## config.mk

```make
export PLATFORM = sky130hd
export DESIGN_NAME = hazard_unit
export DESIGN_NICKNAME = d
export VERILOG_FILES = /design/src/rtl/hazard_pkg.sv /design/src/rtl/hz_dst_match.sv /design/src/rtl/hz_operand_fwd.sv /design/src/rtl/hz_load_use.sv /design/src/rtl/hazard_unit.sv
export SDC_FILE = /design/constraint.sdc
export NUM_CORES = 1
export LEC_CHECK = 0
export ABC_AREA = 1
export BUFFER_PORTS_ARGS = -buffer_cell sky130_fd_sc_hd__buf_4
export CAP_MARGIN = 20
export CORE_MARGIN = 2
export CORE_UTILIZATION = 45
export DETAILED_ROUTE_END_ITERATION = 10
export PLACE_DENSITY = 0.91
export SLEW_MARGIN = 10
export SYNTH_ARGS = -nofsm -noshare
export SYNTH_HDL_FRONTEND = slang
export SYNTH_HIERARCHICAL = 1
export SYNTH_SLANG_ARGS = --single-unit
```

## constraint.sdc

```tcl
create_clock -name vclk -period 1.9
set_input_delay 0.19 -clock vclk [all_inputs]
set_output_delay 0.19 -clock vclk [all_outputs]
set_load 0.01 [all_outputs]
```

## src/rtl/hazard_pkg.sv

```systemverilog
package hazard_pkg;

   typedef enum logic [1:0] {
      FWD_REGFILE = 2'b00,
      FWD_WBACK   = 2'b01,
      FWD_MEMSTG  = 2'b10
   } fwd_sel_e;

endpackage

```

## src/rtl/hz_dst_match.sv

```systemverilog
module hz_dst_match #(
   parameter int REG_ADDR_W = 5,
   parameter bit ZERO_REG_FIXED = 1'b1
) (
   input  logic [REG_ADDR_W-1:0] src_i,
   input  logic [REG_ADDR_W-1:0] dst_i,
   input  logic                  wen_i,
   output logic                  hit_o
);

   logic same_reg;
   assign same_reg = (src_i == dst_i);

   generate
      if (ZERO_REG_FIXED) begin : g_skip_zero
         // register 0 is hardwired, so a write to it never produces a value
         assign hit_o = wen_i && same_reg && (dst_i != '0);
      end else begin : g_plain
         assign hit_o = wen_i && same_reg;
      end
   endgenerate

endmodule

```

## src/rtl/hz_operand_fwd.sv

```systemverilog
module hz_operand_fwd
   import hazard_pkg::*;
#(
   parameter int REG_ADDR_W = 5,
   parameter bit ZERO_REG_FIXED = 1'b1
) (
   input  logic [REG_ADDR_W-1:0] src_i,
   input  logic [REG_ADDR_W-1:0] mem_dst_i,
   input  logic                  mem_wen_i,
   input  logic [REG_ADDR_W-1:0] wb_dst_i,
   input  logic                  wb_wen_i,
   output fwd_sel_e              sel_o
);

   logic mem_hit;
   logic wb_hit;

   hz_dst_match #(.REG_ADDR_W(REG_ADDR_W), .ZERO_REG_FIXED(ZERO_REG_FIXED)) u_mem_cmp (
      .src_i (src_i),
      .dst_i (mem_dst_i),
      .wen_i (mem_wen_i),
      .hit_o (mem_hit)
   );

   hz_dst_match #(.REG_ADDR_W(REG_ADDR_W), .ZERO_REG_FIXED(ZERO_REG_FIXED)) u_wb_cmp (
      .src_i (src_i),
      .dst_i (wb_dst_i),
      .wen_i (wb_wen_i),
      .hit_o (wb_hit)
   );

   // the memory-stage value is younger, so it outranks write-back
   always_comb begin
      if (mem_hit)     sel_o = FWD_MEMSTG;
      else if (wb_hit) sel_o = FWD_WBACK;
      else             sel_o = FWD_REGFILE;
   end

endmodule

```

## src/rtl/hz_load_use.sv

```systemverilog
module hz_load_use #(
   parameter int REG_ADDR_W = 5
) (
   input  logic                  ex_memread_i,
   input  logic [REG_ADDR_W-1:0] ex_rt_i,
   input  logic [REG_ADDR_W-1:0] id_rs_i,
   input  logic [REG_ADDR_W-1:0] id_rt_i,
   output logic                  stall_o
);

   logic rs_dep;
   logic rt_dep;

   assign rs_dep  = (ex_rt_i == id_rs_i);
   assign rt_dep  = (ex_rt_i == id_rt_i);
   assign stall_o = ex_memread_i && (rs_dep || rt_dep);

endmodule

```

## src/rtl/hazard_unit.sv

```systemverilog
module hazard_unit
   import hazard_pkg::*;
#(
   parameter int REG_ADDR_W = 5,
   parameter bit ZERO_REG_FIXED = 1'b1
) (
   input  logic [REG_ADDR_W-1:0] ex_rs_i,
   input  logic [REG_ADDR_W-1:0] ex_rt_i,
   input  logic                  ex_memread_i,
   input  logic [REG_ADDR_W-1:0] mem_dst_i,
   input  logic                  mem_wen_i,
   input  logic [REG_ADDR_W-1:0] wb_dst_i,
   input  logic                  wb_wen_i,
   input  logic [REG_ADDR_W-1:0] id_rs_i,
   input  logic [REG_ADDR_W-1:0] id_rt_i,
   output logic [1:0]            fwd_a_o,
   output logic [1:0]            fwd_b_o,
   output logic                  pc_hold_o,
   output logic                  ifid_hold_o,
   output logic                  bubble_o
);

   localparam int NUM_OPS = 2;

   generate
      if (REG_ADDR_W < 1 || REG_ADDR_W > 8) begin : g_bad_width
         $error("hazard_unit: REG_ADDR_W must lie in 1..8");
      end
   endgenerate

   logic [REG_ADDR_W-1:0] op_src [NUM_OPS];
   fwd_sel_e              op_sel [NUM_OPS];
   logic                  lu_stall;

   assign op_src[0] = ex_rs_i;
   assign op_src[1] = ex_rt_i;

   generate
      for (genvar g = 0; g < NUM_OPS; g++) begin : g_op
         hz_operand_fwd #(.REG_ADDR_W(REG_ADDR_W), .ZERO_REG_FIXED(ZERO_REG_FIXED)) u_fwd (
            .src_i     (op_src[g]),
            .mem_dst_i (mem_dst_i),
            .mem_wen_i (mem_wen_i),
            .wb_dst_i  (wb_dst_i),
            .wb_wen_i  (wb_wen_i),
            .sel_o     (op_sel[g])
         );
      end
   endgenerate

   hz_load_use #(.REG_ADDR_W(REG_ADDR_W)) u_lu (
      .ex_memread_i (ex_memread_i),
      .ex_rt_i      (ex_rt_i),
      .id_rs_i      (id_rs_i),
      .id_rt_i      (id_rt_i),
      .stall_o      (lu_stall)
   );

   assign fwd_a_o     = op_sel[0];
   assign fwd_b_o     = op_sel[1];
   assign pc_hold_o   = lu_stall;
   assign ifid_hold_o = lu_stall;
   assign bubble_o    = lu_stall;

endmodule

```

# Yosys cells after proc, flatten, opt, wreduce, memory -nomap -nowiden
# Cells that the tools add are included.
# Widths: inputs -> output; s select.
# totals
regBits	0
in_bits	33
# op_classes
n_eq_ne	6
mux	4
n_reduce_logical	12
# op_table
operator	n
$eq 5x5->1	6
$reduce_bool 5->1	2
$logic_and 1x1->1	9
$mux 2	2
$mux 1	2
$logic_or 1x1->1	1

# Logic depth before layout (Yosys ltp)
# Gate-level depths: netlist of run 1.
# depth
word_depth	5
mapped_depth	8
depth_no_buf	8

# Cells and area by module
# Netlist of run 1, hierarchy kept.
# by_module_without_submodules
mod	instances	cells_each	area_each_um2	seq_area_each_um2
hz_dst_match	4	26	106.4	0.0
hz_load_use	1	44	187.7	0.0
hz_operand_fwd	2	3	17.5	0.0
hazard_unit	1	2	15.0	0.0

# Worst setup path before layout of run 1
# OpenSTA, ideal clock, no wires.
# synth_path
path_kind	input port to output port
from	input ex_rt_i[0]
to	output ifid_hold_o
arrival_ps	852
slack_ps	858
path_stages	5
n_path_buf	1
path_cell_list	xor2_1 nor2_1 nand3_1 a21oi_2 buf_4
# synth_between
elab_chain_cells	3
word_cells_on_any_way	4
classes_between	2 x eq/ne; 2 x reduce/logical
# synth_rtl
element	line_no	source
start, declared	hazard_unit.sv:8	input logic [REG_ADDR_W-1:0] ex_rt_i,
$eq 5x5->1 (on tied branches)	hz_load_use.sv:14, hz_load_use.sv:15	
$logic_or 1x1->1 *	hz_load_use.sv:16	assign stall_o = ex_memread_i && (rs_dep || rt_dep);
$logic_and 1x1->1 *	hz_load_use.sv:16	
end, declared	hazard_unit.sv:19	output logic ifid_hold_o,
# Every way passes the cells marked *; elsewhere a longest branch is shown, timed or not.

# Final worst setup path of run 1
# layout_path
from	input ex_rt_i[0]
to	output fwd_b_o[0]
# layout_between
elab_chain_cells	5
word_cells_on_any_way	8
classes_between	2 x eq/ne; 2 x mux; 4 x reduce/logical
# layout_rtl
element	line_no	source
$eq 5x5->1	hz_dst_match.sv:12	assign same_reg = (src_i == dst_i);
$logic_and 1x1->1 (2 in series)	hz_dst_match.sv:17	assign hit_o = wen_i && same_reg && (dst_i != '0);
net g_op[1].u_fwd.wb_hit	hz_operand_fwd.sv:16	logic wb_hit;
$mux 1	hz_operand_fwd.sv:35	else if (wb_hit) sel_o = FWD_WBACK;
$mux 2	hz_operand_fwd.sv:34	if (mem_hit) sel_o = FWD_MEMSTG;
end, declared	hazard_unit.sv:17	output logic [1:0] fwd_b_o,
# The timed path passes the listed nets, and every way through them passes these cells.

==> flow_results.org, run 1 <==
** Status
- Result of the run :: complete, no violations

** Drt
- In the routed design, unresolved DRC markers number 0.
- Wirelength per Cell :: 8.84 um
- Detailed routing inserted a total of 933 vias.
- The detail route stage leaves a number of antenna-violating nets equal to 0.
- Violation count after the first detailed-route iteration :: 22
- Via density per instance :: 4.51
- Number of iterations in the first detailed-routing pass :: 4
- Routed wire length :: 1830 um

** Floorplanning
- The die covers 0.00180 mm^2.
- Die span in x :: 42.4 um
- In this run the standard cell core region covers 0.00133 mm^2.
- Height of the chip :: 42.4 um
- The initial utilization of the core area, before any placement, comes to 0.497.
- For this design the top-level I/O count stands at 40.
- Count of standard-cell rows :: 13

** Place
- Setup slack after placement :: 0.697 ns
- Global placer's final weighted congestion :: 0.788
- During placement, the flow inserted port buffers numbering 40.
- Detailed placement ended at an HPWL of 1560 um.

** Global routing
- First-pass GRT wire length :: 3170 um
- Largest net degree at the start of global routing :: 8
- All-layer global routing usage :: 0.211
- Antenna violations before repair :: 0
- GRT Residual Overflow :: 0
- Vias in the first global route :: 850

** Pwr
- Internal power comes to 0.0000912 W.
- Worst vdd rail ir drop :: 0.101 mV
- Leakage dissipation :: 0.678 nW
- Power per cell area :: 192 mW/mm^2
- The share of total power dissipated in sequential elements is 0.
- The share of total power dissipated in combinational logic is 1.000.
- The share of total power dissipated in the clock network is 0.
- Of the total power, the share spent switching nets is 0.502.
- P_sw :: 0.0000920 W

** Synth
- Cells taking the most area after synthesis :: sky130_fd_sc_hd__nand2_1, sky130_fd_sc_hd__inv_1, sky130_fd_sc_hd__nor2_1
- Cells after Synth :: 156
- Top cell types by occurrence after synthesis :: sky130_fd_sc_hd__nand2_1, sky130_fd_sc_hd__inv_1, sky130_fd_sc_hd__nor2_1, sky130_fd_sc_hd__nand3_1, sky130_fd_sc_hd__xnor2_1
- By instance count, the leading cell after synthesis is sky130_fd_sc_hd__nand2_1.
- Yosys warning count :: 6
- Area of the mapped netlist :: 663 um^2
- Number of nets produced by synthesis :: 189
- Library cells used by synthesis :: 11
- The share of synthesized area in the top cell type comes to 0.368.
- The share of the Yosys chip area taken by registers is 0.
- Most area-hungry cell type in the Yosys netlist :: sky130_fd_sc_hd__nand2_1
- A synthesized cell averages 4.25 um^2.

** Cells and area
- Total number of nets in the final design :: 227
- Layout-stage area growth over the synthesis result :: 43.6%
- Registers take 0 um^2.
- Count of fill cells added during filler insertion :: 132
- Clock buf count :: 0
- 0 antenna diodes ended up in the layout.
- In the final layout, the share of cells above drive strength 1 is 0.250.
- Number of flip-flops and latches :: 0

** Worst setup path
- Critical path class :: primary input to output pin
- At the worst endpoint, the arrival time is 1.01 ns.
- Type of origin of the critical path :: primary input
- The critical path goes through buf_4 > inv_2 > nand2_1 > nand2_1 > nor2_1 > nand3_1 > nor2_1 > inv_1 > nor2_2 > buf_4.
- The worst setup path is captured at an output pin.
- Data on the critical path is required at its endpoint by 1.71 ns.
- Delay contributed by the slowest stage of the critical path :: 0.14 ns
- Slowest stage cell, crit path :: sky130_fd_sc_hd__buf_4
- In this run the worst path has a maximum fanout of 7.

** STA
- The count of endpoints failing hold in the final timing report is 0.
- Dividing the final minimum period by the clock period gives 0.633.
- Transition at the pin with the smallest max-transition slack :: 0.185 ns
- Setup Total Neg Slack :: 0 ns
- Counting I/O delays and the setup requirement, the final critical path takes 1.20 ns.
- RSZ-0062 raised after global routing :: no
- Relative slew margins :: 0.876
- Min Hold Slack :: 0.712 ns
- The number of pins with negative max-slew slack in the final report is 0.
- Max frequency :: 0.831 GHz
- Across all setup checks in the final design, the least slack found is 0.697 ns.
- Setup violations remaining at the end of the flow were counted as 0.

** Min path
- Hold Path Class :: primary input to output pin

** Clock network
- Buffers added to address setup during post-CTS repair amount to 0.
- Number of buffers inserted by hold repair at cts :: 0
- Post-CTS repair changed the size of 0 cells.

** Job
- Max-capacitance violation count :: 0
==> worst max-delay path: cells and delay by family <==
family                 cells  cell delay (ns)
AND/OR/NAND/NOR            6             0.46
buffers and inverters      4             0.36
==> cell families (layout without fill, tap and decap cells) <==
kind of cell / Yosys count / in the layout / share of synthesized area
buffers and inverters: 47 / 83 / 0.289
and+or+nand+nor: 97 / 97 / 0.575
AOI/OAI and AO/OA: 5 / 5 / 0.0434
xor gates and xnor gates: 7 / 7 / 0.0925
==> metal layers <==
| metal | up-vias | track usage | wire (um) |
|---|---|---|---|
| met4 | 0 | 0.0250 | 0 |
| met5 | - | 0 | 0 |
| met3 | 0 | 0.00862 | 143 |
| met1 | 388 | 0.263 | 810 |
| met2 | 34 | 0.403 | 875 |
| li1 | 511 | - | - |
==> power by group through the flow <==
stage                     combinational (W)  sequential (W)  clock (W)
after floorplan                   0.0000896               0          0
after global placement             0.000177               0          0
after detailed placement           0.000182               0          0
after CTS                          0.000183               0          0
after global routing               0.000207               0          0
final                              0.000183               0          0
==> final cells by class <==
cell class | count | area [um^2] | area share
inverters | 43 | 161 | 0.170
multi-input cells | 109 | 472 | 0.495
well taps | 15 | 18.8 | 0.0197
repair buffers | 40 | 300 | 0.315
==> per-stage QoR <==
stage          std cells  area, um^2  power [W]   util
2_1_floorplan        156         663  0.0000896      -
3_3_place_gp         207         952   0.000177  0.714
3_5_place_dp         207         952   0.000182  0.714
4_1_cts              207         952   0.000183  0.714
5_1_grt              207         952   0.000207  0.714
6_report             207         952   0.000183  0.714
==> layout by cell type, fill, tap and decap left out <==
master,netlist,layout
sky130_fd_sc_hd__nand2_1,65,65
sky130_fd_sc_hd__buf_4,4,40
sky130_fd_sc_hd__inv_1,38,38
sky130_fd_sc_hd__nor2_1,20,20
sky130_fd_sc_hd__nand3_1,10,10
sky130_fd_sc_hd__xnor2_1,6,6
sky130_fd_sc_hd__inv_2,5,5
sky130_fd_sc_hd__a21oi_1,4,4
sky130_fd_sc_hd__nor2_2,2,2
sky130_fd_sc_hd__xor2_1,1,1
sky130_fd_sc_hd__a21oi_2,1,1
==> path summary, 6_finish.rpt <==
kind / startpoint / end / slack, ns / cells past startpoint
setup / recovery: ex_rt_i[0] / fwd_b_o[0] / 0.70 / 10
hold / removal: ex_memread_i / ifid_hold_o / 0.71 / 4
Note: power is estimated with default switching activity, not from simulation.
==> run 2: changes to the inputs <==
==> constraint.sdc (replaced) <==
create_clock -name vclk -period 1.2
set_input_delay 0.12 -clock vclk [all_inputs]
set_output_delay 0.12 -clock vclk [all_outputs]
set_load 0.01 [all_outputs]
==> run 2 against run 1 <==
Combinational power rose by 59%. Wire length shrank 0.38%. Count of clock-buffer cells in the layout stayed put. Final cell count unchanged. Utilization up 0.19 points. Flip-flop and latch count unchanged. Via count decreased by 0.11%. Worst hold slack worse by 0.14 ns. Total power grew 59%. Die area stayed put. Highest routed layer unchanged.
==> flow_results.org, run 2 (synthesis gave the netlist of run 1 again) <==
** Place
- Routability-driven placement finished with a final weighted congestion of 0.788.
- Placement-stage cell area :: 952 um^2
- Once detailed placement completed, the half-perimeter wirelength came to 1560 um.
- Buffers placed on the I/O ports in this run total 40.

** Global routing
- Summed over all layers, the global routing overflow is 0.
- First-pass GRT wire length :: 3170 um
- Largest net degree at the start of global routing :: 8
- For this run, the total global-route usage over all layers was measured as 0.211.
- Vias in the first global route :: 850
- Antenna violations before repair :: 0

** STA
- For the pin with the worst max-slew slack, the measured transition is 0.183 ns.
- The number of pins with negative max-slew slack in the final report came to 0.
- RSZ-0062 raised after global routing :: no
- Setup violations remaining at the end of the flow were counted as 0.
- Relative slew margins :: 0.877
- Of the available clock period, the critical path in the final layout requires 0.890.
- The count of endpoints failing hold in the final timing report is 0.
- Setup Total Neg Slack :: 0 ns
- Max frequency :: 0.936 GHz
- Final period demand of the worst path :: 1.07 ns

** Drt
- Antenna-violating nets left :: 0
- After detailed routing, the number of remaining DRC violations is 0.
- Number of iterations in the first detailed-routing pass :: 4
- Detailed routing inserted a total of 932 vias.
- For this block, the routed nets add up to 1820 um of wire.
- After detailed routing, the average wire length per cell comes to 8.80 um.
- Using the TritonRoute via totals, the vias-per-cell ratio works out to 4.50.
- The detailed router finished its first iteration with 19 violations.

** Cells and area
- The final layout contains 227 nets.
- Count of antenna diodes in the layout :: 0
- Commonest cells after routing, fill and taps aside :: sky130_fd_sc_hd__nand2_1, sky130_fd_sc_hd__buf_4, sky130_fd_sc_hd__inv_1
- Counting the clock-network buffers in the layout gives 0.
- Of the cells placed in the final design, the portion with a size suffix greater than 1 is 0.255.
- Number of flip-flops and latches :: 0
- The library cell used most frequently in the layout, excluding fill and tap cells, is sky130_fd_sc_hd__nand2_1.
- FF/Latch Area :: 0 um^2
- Compared with the post-synthesis result, the final layout area differs by 44.0%.
- The finished cells cover 955 um^2.

** Worst setup path
- Slowest stage cell, crit path :: sky130_fd_sc_hd__a21oi_2
- In this design, the largest share of critical-path delay is due to simple AND/OR/NAND/NOR gates.
- Data on the critical path is required at its endpoint by 1.08 ns.
- Data on the critical path arrives at its endpoint at 0.95 ns.
- Along the worst path, the maximum fanout reaches 7.
- Worst path depth :: 8
- The setup path with the least slack is of type primary input to output pin.
- Delay contributed by the slowest stage of the critical path :: 0.17 ns
- Crit-path cells :: buf_4 > inv_1 > nand2_1 > nand2_1 > nor2_1 > nand3_1 > a21oi_2 > buf_4
- Worst setup path endpoint :: bubble_o
- The most critical setup path has its startpoint at ex_rt_i[1].
- Type of origin of the critical path :: primary input
- The number of buffers and inverters on the critical path is 3.
- STA classifies the critical path endpoint as an output pin.

** Clock network
- Setup fix buffers added after clock tree synthesis :: 0
- Number of buffers inserted by hold repair at cts :: 0

** Floorplanning
- The floorplan step defined a core boundary enclosing 0.00133 mm^2.
- Die area :: 0.00180 mm^2
- Height of the chip :: 42.4 um
- Die span in x :: 42.4 um
- The initial utilization of the core area, before any placement, comes to 0.497.
- 40 I/O pins were placed.
- Count of standard-cell rows :: 13

** Pwr
- Leakage dissipation :: 0.678 nW
- Logic gate share of total power :: 1.000
- Power per cell area :: 304 mW/mm^2
- Of the total power, registers draw 0.
- Proportion of power drawn by the clock network :: 0
- Of the total power, the share spent switching nets is 0.503.
- P_sw :: 0.000146 W
- Cell internal power was estimated by the tool at 0.000145 W.
- Worst vdd rail ir drop :: 0.163 mV

** Job
- Across the run, the number of max-cap violations was 0.

** Min path
- Hold Path Class :: primary input to output pin

** Status
- The run finished with clean final reports.
==> run 2: final cells by class <==
cell class | count | area, um^2
multi-input combinational | 109 | 474
fill | 134 | 379
timing repair buffer | 40 | 300
inverter | 43 | 161
tap | 15 | 18.8
==> run 2: layer usage <==
metal	vias to the layer above	wire, um	global-route usage	part of all wire
met5	-	0	0	0
met4	0	0	0.0250	0
met3	0	117	0.00862	0.064
met2	32	871	0.403	0.48
met1	388	833	0.263	0.46
li1	512	-	-	-
==> run 2: worst min-delay path by stage <==
stage	from	endpoint	slack, ns	depth (start not counted)
after floorplan	ex_memread_i	bubble_o	0.33	2
after CTS	ex_memread_i	ifid_hold_o	0.57	4
final	ex_memread_i	ifid_hold_o	0.57	4
after detailed placement	ex_memread_i	ifid_hold_o	0.57	4
after global routing	ex_memread_i	pc_hold_o	0.60	4
after global placement	ex_memread_i	bubble_o	0.57	4
==> run 2: stage by stage <==
stage	total power, W	util	std cells	hold slack, ns	worst slack, ns
2_1_floorplan	0.000142	-	156	0.332	0.298
3_3_place_gp	0.000280	0.714	207	0.569	0.157
3_5_place_dp	0.000288	0.714	207	0.574	0.137
4_1_cts	0.000290	0.714	207	0.574	0.135
5_1_grt	0.000328	0.716	207	0.601	0.0217
6_report	0.000291	0.716	207	0.572	0.132
==> run 2: repair_timing <==
item                       in CTS  in global routing
hold endpoints to repair        0                  0
setup endpoints to repair       0                  1
resized for setup               0                  1
==> run 2: power by group through the flow <==
stage                     clock [W]  sequential, W  combinational (W)
after detailed placement          0              0           0.000288
after CTS                         0              0           0.000290
final                             0              0           0.000291
after floorplan                   0              0           0.000142
after global placement            0              0           0.000280
after global routing              0              0           0.000328
